==> src/rtl/tct_pkg.sv <==
package tct_pkg;
  localparam int unsigned OFS_CTRL   = 32'h10;
  localparam int unsigned OFS_COUNT  = 32'h14;
  localparam int unsigned OFS_TOP    = 32'h18;
  localparam int unsigned OFS_STATUS = 32'h1C;
  localparam int unsigned OFS_CHCTL  = 32'h20;
  localparam int unsigned OFS_CHVAL  = 32'h24;
  localparam logic [1:0]  RUN_MODE_ON = 2'd1;
endpackage

==> src/rtl/tct_prescaler.sv <==
module tct_prescaler #(
  parameter int PSW = 3
) (
  input  logic           clk,
  input  logic           rst,
  input  logic           run,
  input  logic           restart,
  input  logic [PSW-1:0] ps,
  output logic           tick
);
  localparam int DW = (1 << PSW) - 1;

  logic [DW-1:0] div_q;
  logic [DW-1:0] mask;

  always_ff @(posedge clk) begin
    if (rst || restart || !run) div_q <= '0;
    else                        div_q <= div_q + 1'b1;
  end

  // low P bits all ones marks the last clock of a 2^P period
  always_comb mask = ~({DW{1'b1}} << ps);

  assign tick = run && ((div_q & mask) == mask);
endmodule

==> src/rtl/tct_counter.sv <==
module tct_counter #(
  parameter int CW = 32
) (
  input  logic          clk,
  input  logic          rst,
  input  logic          tick,
  input  logic          clr,
  input  logic [CW-1:0] top,
  output logic [CW-1:0] cnt,
  output logic [CW-1:0] cnt_next,
  output logic          step
);
  logic [CW-1:0] cnt_q;

  always_comb cnt_next = (cnt_q == top) ? '0 : cnt_q + 1'b1;
  assign step = tick && !clr;
  assign cnt  = cnt_q;

  always_ff @(posedge clk) begin
    if (rst || clr) cnt_q <= '0;
    else if (tick)  cnt_q <= cnt_next;
  end
endmodule

==> src/rtl/tct_channel.sv <==
module tct_channel #(
  parameter int CW = 32,
  parameter int MW = 4
) (
  input  logic          clk,
  input  logic          rst,
  input  logic          wr_ctl,
  input  logic          wr_val,
  input  logic          wr_sts,
  input  logic [MW:0]   ctl_wdata,
  input  logic [CW-1:0] val_wdata,
  input  logic          sts_wdata,
  input  logic          step,
  input  logic [CW-1:0] cnt_next,
  output logic [MW-1:0] mode,
  output logic          ie,
  output logic [CW-1:0] cmp_val,
  output logic          flag,
  output logic          irq
);
  logic [MW-1:0] mode_q;
  logic          ie_q;
  logic [CW-1:0] val_q;
  logic          flag_q;
  logic          match;

  assign match = step && (mode_q != '0) && (cnt_next == val_q);

  always_ff @(posedge clk) begin
    if (rst) begin
      mode_q <= '0;
      ie_q   <= 1'b0;
      val_q  <= '0;
      flag_q <= 1'b0;
    end else begin
      if (wr_ctl) begin
        ie_q   <= ctl_wdata[MW];
        mode_q <= ctl_wdata[MW-1:0];
      end
      if (wr_val) val_q <= val_wdata;
      if (match)                       flag_q <= 1'b1;
      else if (wr_sts && sts_wdata)    flag_q <= 1'b0;
    end
  end

  assign mode    = mode_q;
  assign ie      = ie_q;
  assign cmp_val = val_q;
  assign flag    = flag_q;
  assign irq     = flag_q && ie_q;
endmodule

==> src/rtl/tick_compare_timer.sv <==
module tick_compare_timer #(
  parameter int AW  = 8,
  parameter int CW  = 32,
  parameter int PSW = 3,
  parameter int MW  = 4
) (
  input  logic          clk,
  input  logic          rst,
  input  logic [AW-1:0] bus_addr,
  input  logic [CW-1:0] bus_wdata,
  input  logic          bus_we,
  output logic [CW-1:0] bus_rdata,
  output logic          irq
);
  import tct_pkg::*;

  localparam int RMW    = 2;
  localparam int CTL_LO = PSW;
  localparam int IE_BIT = MW + 2;

  logic [PSW-1:0] ps_q;
  logic [RMW-1:0] rmode_q;
  logic [CW-1:0]  top_q;
  logic [CW-1:0]  rdata_q;
  logic           run, tick, cnt_clr, step;
  logic           wr_ctrl, wr_chctl, wr_chval, wr_sts;
  logic [CW-1:0]  cnt_q, cnt_next, ch_val;
  logic [MW-1:0]  ch_mode;
  logic           ch_ie, flag;

  assign wr_ctrl  = bus_we && (bus_addr == AW'(OFS_CTRL));
  assign cnt_clr  = bus_we && (bus_addr == AW'(OFS_COUNT));
  assign wr_sts   = bus_we && (bus_addr == AW'(OFS_STATUS));
  assign wr_chctl = bus_we && (bus_addr == AW'(OFS_CHCTL));
  assign wr_chval = bus_we && (bus_addr == AW'(OFS_CHVAL));
  assign run      = (rmode_q == RUN_MODE_ON);

  always_ff @(posedge clk) begin
    if (rst) begin
      ps_q    <= '0;
      rmode_q <= '0;
      top_q   <= '1;
    end else begin
      if (wr_ctrl) begin
        ps_q    <= bus_wdata[PSW-1:0];
        rmode_q <= bus_wdata[CTL_LO +: RMW];
      end
      if (bus_we && (bus_addr == AW'(OFS_TOP))) top_q <= bus_wdata;
    end
  end

  tct_prescaler #(.PSW(PSW)) u_div (
    .clk(clk), .rst(rst), .run(run), .restart(wr_ctrl), .ps(ps_q), .tick(tick)
  );

  tct_counter #(.CW(CW)) u_cnt (
    .clk(clk), .rst(rst), .tick(tick), .clr(cnt_clr), .top(top_q),
    .cnt(cnt_q), .cnt_next(cnt_next), .step(step)
  );

  tct_channel #(.CW(CW), .MW(MW)) u_ch (
    .clk(clk), .rst(rst), .wr_ctl(wr_chctl), .wr_val(wr_chval), .wr_sts(wr_sts),
    .ctl_wdata(bus_wdata[IE_BIT:2]), .val_wdata(bus_wdata), .sts_wdata(bus_wdata[0]),
    .step(step), .cnt_next(cnt_next), .mode(ch_mode), .ie(ch_ie),
    .cmp_val(ch_val), .flag(flag), .irq(irq)
  );

  always_ff @(posedge clk) begin
    if (rst) rdata_q <= '0;
    else begin
      case (int'(bus_addr))
        OFS_CTRL:   rdata_q <= {{(CW-RMW-PSW){1'b0}}, rmode_q, ps_q};
        OFS_COUNT:  rdata_q <= cnt_q;
        OFS_TOP:    rdata_q <= top_q;
        OFS_STATUS: rdata_q <= {{(CW-1){1'b0}}, flag};
        OFS_CHCTL:  rdata_q <= {{(CW-MW-3){1'b0}}, ch_ie, ch_mode, 2'b00};
        OFS_CHVAL:  rdata_q <= ch_val;
        default:    rdata_q <= '0;
      endcase
    end
  end

  assign bus_rdata = rdata_q;
endmodule

==> config.mk <==
export PLATFORM = sky130hd
export DESIGN_NAME = tick_compare_timer
export DESIGN_NICKNAME = d
export VERILOG_FILES = /design/src/rtl/tct_pkg.sv /design/src/rtl/tct_prescaler.sv /design/src/rtl/tct_counter.sv /design/src/rtl/tct_channel.sv /design/src/rtl/tick_compare_timer.sv
export SDC_FILE = /design/constraint.sdc
export NUM_CORES = 1
export LEC_CHECK = 0
export BUFFER_PORTS_ARGS = -buffer_cell sky130_fd_sc_hd__buf_2
export CORE_ASPECT_RATIO = 1.75
export CORE_MARGIN = 2
export CORE_UTILIZATION = 60
export CTS_BUF_LIST = sky130_fd_sc_hd__clkbuf_4
export CTS_CLUSTER_DIAMETER = 100
export DETAILED_ROUTE_END_ITERATION = 8
export HOLD_SLACK_MARGIN = 0.05
export PLACE_DENSITY = 0.85
export SYNTH_ARGS = -nofsm -noshare
export SYNTH_HDL_FRONTEND = slang
export SYNTH_HIERARCHICAL = 1
export SYNTH_SLANG_ARGS = --single-unit
==> constraint.sdc <==
create_clock -name clk -period 2.9 [get_ports clk]
set_input_delay 0.58 -clock clk [delete_from_list [all_inputs] [get_ports clk]]
set_output_delay 0.58 -clock clk [all_outputs]
set_load 0.01 [all_outputs]
==> run summary <==
Run status - finished, final reports clean
FF-to-FF Start - u_cnt/cnt[14]
Post-synth EDFFs - 0
Share of cells above drive strength 1 - 20.63%
Syn nets - 969
Worst R2R Path Depth - 11
RSZ-0062 raised after global routing - no
Levels on crit path - 11
TritonCTS buffer count - 17
First-pass GRT wire length - 35.07 mm
Main synth FF type - dfxtp_1
Max IR drop VDD - 0.2450 mV
Post-synth top area cell - dfxtp_1
Syn_area_per_cell - 8.493 um^2
Synth async-reset ratio - 0%
Startpoint types - flip-flop
Clock Power Share - 35.8%
Number of port buffers - 75
CP Capture Point - u_ch/flag
Internal power - 2909 uW
Final Setup Violations - 0
R2R Setup Slk - 0.14 ns
WHS - 0.2776 ns
Slowest Stage Delay on Critical Path - 0.39 ns
IO Count - 76
CP endpoint kind - flip-flop
TritonRoute pass-1 iters - 6
Final slew viol count - 0
Vias - 7,307
CTS H-tree depth - 4
Final min period - 2.756 ns
CP max-delay cell - dfxtp_2
Detailed Place HPWL - 15.51 mm
Cell variety after synth - 57
Antenna violations before repair - 1
Crit path launch - u_cnt/cnt[14]
Die height - 155.3 um
Longest Clk Path Bufs - 2
Post-synthesis cell count - 924
Final antenna-violating net count - 0
Tcrit/Tclk final - 95.04%
Kind of critical path - flip-flop to flip-flop
Post-Syn Area - 7848 um^2
Initial drt markers - 602
Largest net degree at the start of global routing - 84
Pwr/cell area - 449.8 nW/um^2
Remaining DRCs - 0
Switching Power - 1036 uW
Filler Cells Inserted - 1,076
CTS Sinks - 146
Layout Skew - 0.01938 ns
Die area - 14,050 um^2
Area growth syn-to-layout - 11.80%
Yosys warnings - 6
Maxcap violations - 0
Seq/Total Area, Yosys - 37.24%
CP Cell Sequence - xor2_1, nor4_2, nand4_1, nor2_4, buf_12, buf_4, nor2_1, xor2_1, nor4_2, nand3_1, o31ai_2
Area share of the largest cell type after synthesis - 37.24%
Flop pwr share - 53.8%
Routability cong. - 0.9756
CP required - 3.35 ns
Arr. time, crit path - 3.21 ns
Reg-to-reg critical path endpoint - u_ch/flag
Hold path depth - 3
Clk_lat worst skew - 0.54 ns
Initial Utilization - 60.98%
Crit path max fanout - 26
All-Layer GR Usage - 31.24%
Combinational fraction of design power - 10.4%
WL per Instance - 19.09 um
Path type of the worst min-delay path - input pin to flip-flop
Leakage - 0.003421 uW
Util after Layout - 68.18%
CTS clk-pin slew, worst paths - 0.13 ns
Nets - 1,018
Post-DP Area - 8432 um^2
Root buffer selected by CTS - clkbuf_4
Top cells by area, synth - dfxtp_1, xor2_1, nor2_1
Via-per-instance ratio - 6.321
Final Hold Vio Count - 0
Max frequency - 362.8 MHz
Synth Register Bits - 146
Die X - 90.45 um
Final instance area - 8773 um^2
Core area - 12,870 um^2
Grt ovf - 0
Top Family by Delay on Critical Path - simple AND/OR/NAND/NOR gates
Post-CTS Setup Bufs - 0
Worst-Margin Slew - 0.8129 ns
Max-slew headroom - 45.81%
Buf/Inv on CP - 2
Vias in the first global route - 6,846
Switching share of total power - 26.27%
TritonCTS clock tree - done
Final Routed Wirelength - 22.06 mm
Row count - 55
[what timing repair did]
action                                  in CTS  in global routing
hold buffers                                 0                  0
resized for setup                            1                 10
endpoints found under the setup margin       1                  1
[layer usage]
metal | up-vias | wire (um) | GRT usage [%]
met4 | 0 | 1481 | 21.83
li1 | 3408 | - | -
met5 | - | 0 | 0
met3 | 97 | 1342 | 5.375
met1 | 3436 | 8314 | 34.35
met2 | 366 | 10930 | 54.42
[cell families after synthesis]
| logic type | share of synthesized area (%) |
|---|---|
| buf+inv | 5.469 |
| fa+ha+maj | 0.3188 |
| compound gates | 15.69 |
| flops | 37.24 |
| mux | 6.202 |
| xor+xnor | 10.94 |
| simple gates | 24.14 |
[cells in the final DEF (no fill, tap or decap), types with 8 or more instances in the layout]
cell / instances
xor2_1: 82
a31o_2: 20
a22oi_1: 26
mux2i_1: 43
a22o_1: 29
nand2_1: 22
and3_1: 10
nor3_1: 36
o21ai_0: 10
xnor2_1: 16
clkbuf_4: 19
dfxtp_1: 139
or4_1: 13
nand4_1: 18
nor4_2: 8
buf_2: 74
a21oi_1: 57
nor4_1: 19
inv_1: 11
buf_4: 36
nor2_1: 150
nor2b_1: 8
nand3_1: 38
[sequential cells by signal, indices dropped and copies added, names as in the netlist]
| register | flops |
|---|---|
| u_ch/mode | 4 |
| top_q | 32 |
| rmode_q | 2 |
| u_ch/flag | 1 |
| u_ch/ie | 1 |
| u_cnt/cnt | 32 |
| bus_rdata | 32 |
| u_div/div_q | 7 |
| ps_q | 3 |
| u_ch/cmp_val | 32 |
[Yosys cell counts (4+ instances only)]
master      n
nor2_1    151
dfxtp_1   146
xor2_1     82
a21oi_1    57
mux2i_1    43
clkbuf_1   41
nand3_1    38
nor3_1     36
buf_2      33
a22o_1     29
a22oi_1    26
nor4_1     23
nand2_1    22
a31o_2     20
nand4_1    18
xnor2_1    16
or4_1      13
and3_1     11
inv_1      11
o21ai_0    10
nor2b_1     8
buf_4       7
nand4b_1    7
mux2_2      5
a21boi_0    4
a32oi_1     4
nand3b_1    4
nor4_2      4
o21a_1      4
[worst register-to-register path: stages (launching register included)]
cell and delay [ns]:
dfxtp_2 0.39, xor2_1 0.22, nor4_2 0.39, nand4_1 0.28
nor2_4 0.24, buf_12 0.20, buf_4 0.17, nor2_1 0.06
xor2_1 0.19, nor4_2 0.18, nand3_1 0.13, o31ai_2 0.25
[power groups by stage]
| stage | Clock (uW) | Combinational, uW | Sequential, uW |
|---|---|---|---|
| after global routing | 1490 | 438 | 2130 |
| after CTS | 1430 | 399 | 2120 |
| after detailed placement | 0 | 396 | 2170 |
| after floorplan | 0 | 308 | 2120 |
| final | 1410 | 411 | 2120 |
| after global placement | 0 | 391 | 2160 |
[worst min path at each step]
stage | from | to | slack [ns]
after floorplan | u_cnt/cnt[5] | bus_rdata[5] | 0.44
after global placement | u_div/div_q[6] | u_div/div_q[6] | 0.47
after detailed placement | u_div/div_q[6] | u_div/div_q[6] | 0.49
after CTS | bus_wdata[10] | u_ch/cmp_val[10] | 0.23
after global routing | bus_wdata[10] | u_ch/cmp_val[10] | 0.26
final | bus_wdata[15] | u_ch/cmp_val[15] | 0.28
[stage by stage]
stage               std cells  setup TNS (ns)  worst slack [ns]  power (uW)
detailed placement       1125        -0.02314          -0.02314        2562
global route             1156               0           0.04076        4065
floorplan                 924               0            0.2576        2424
finish                   1156               0            0.1438        3946
global placement         1125               0            0.1177        2554
CTS                      1155               0           0.05221        3953
[area by class of cell]
class	count	area, um^2	share of cell area, %
diodes	1	2.502	0.02852
clock buffers	19	142.6	1.626
clock inverters	11	162.7	1.854
inverters	11	41.29	0.4706
multi-input cells	682	4538	51.73
flip-flops and latches	146	2932	33.41
well taps	171	214.0	2.439
repair buffers	115	740.7	8.443
(Power assumes the default switching activity.)
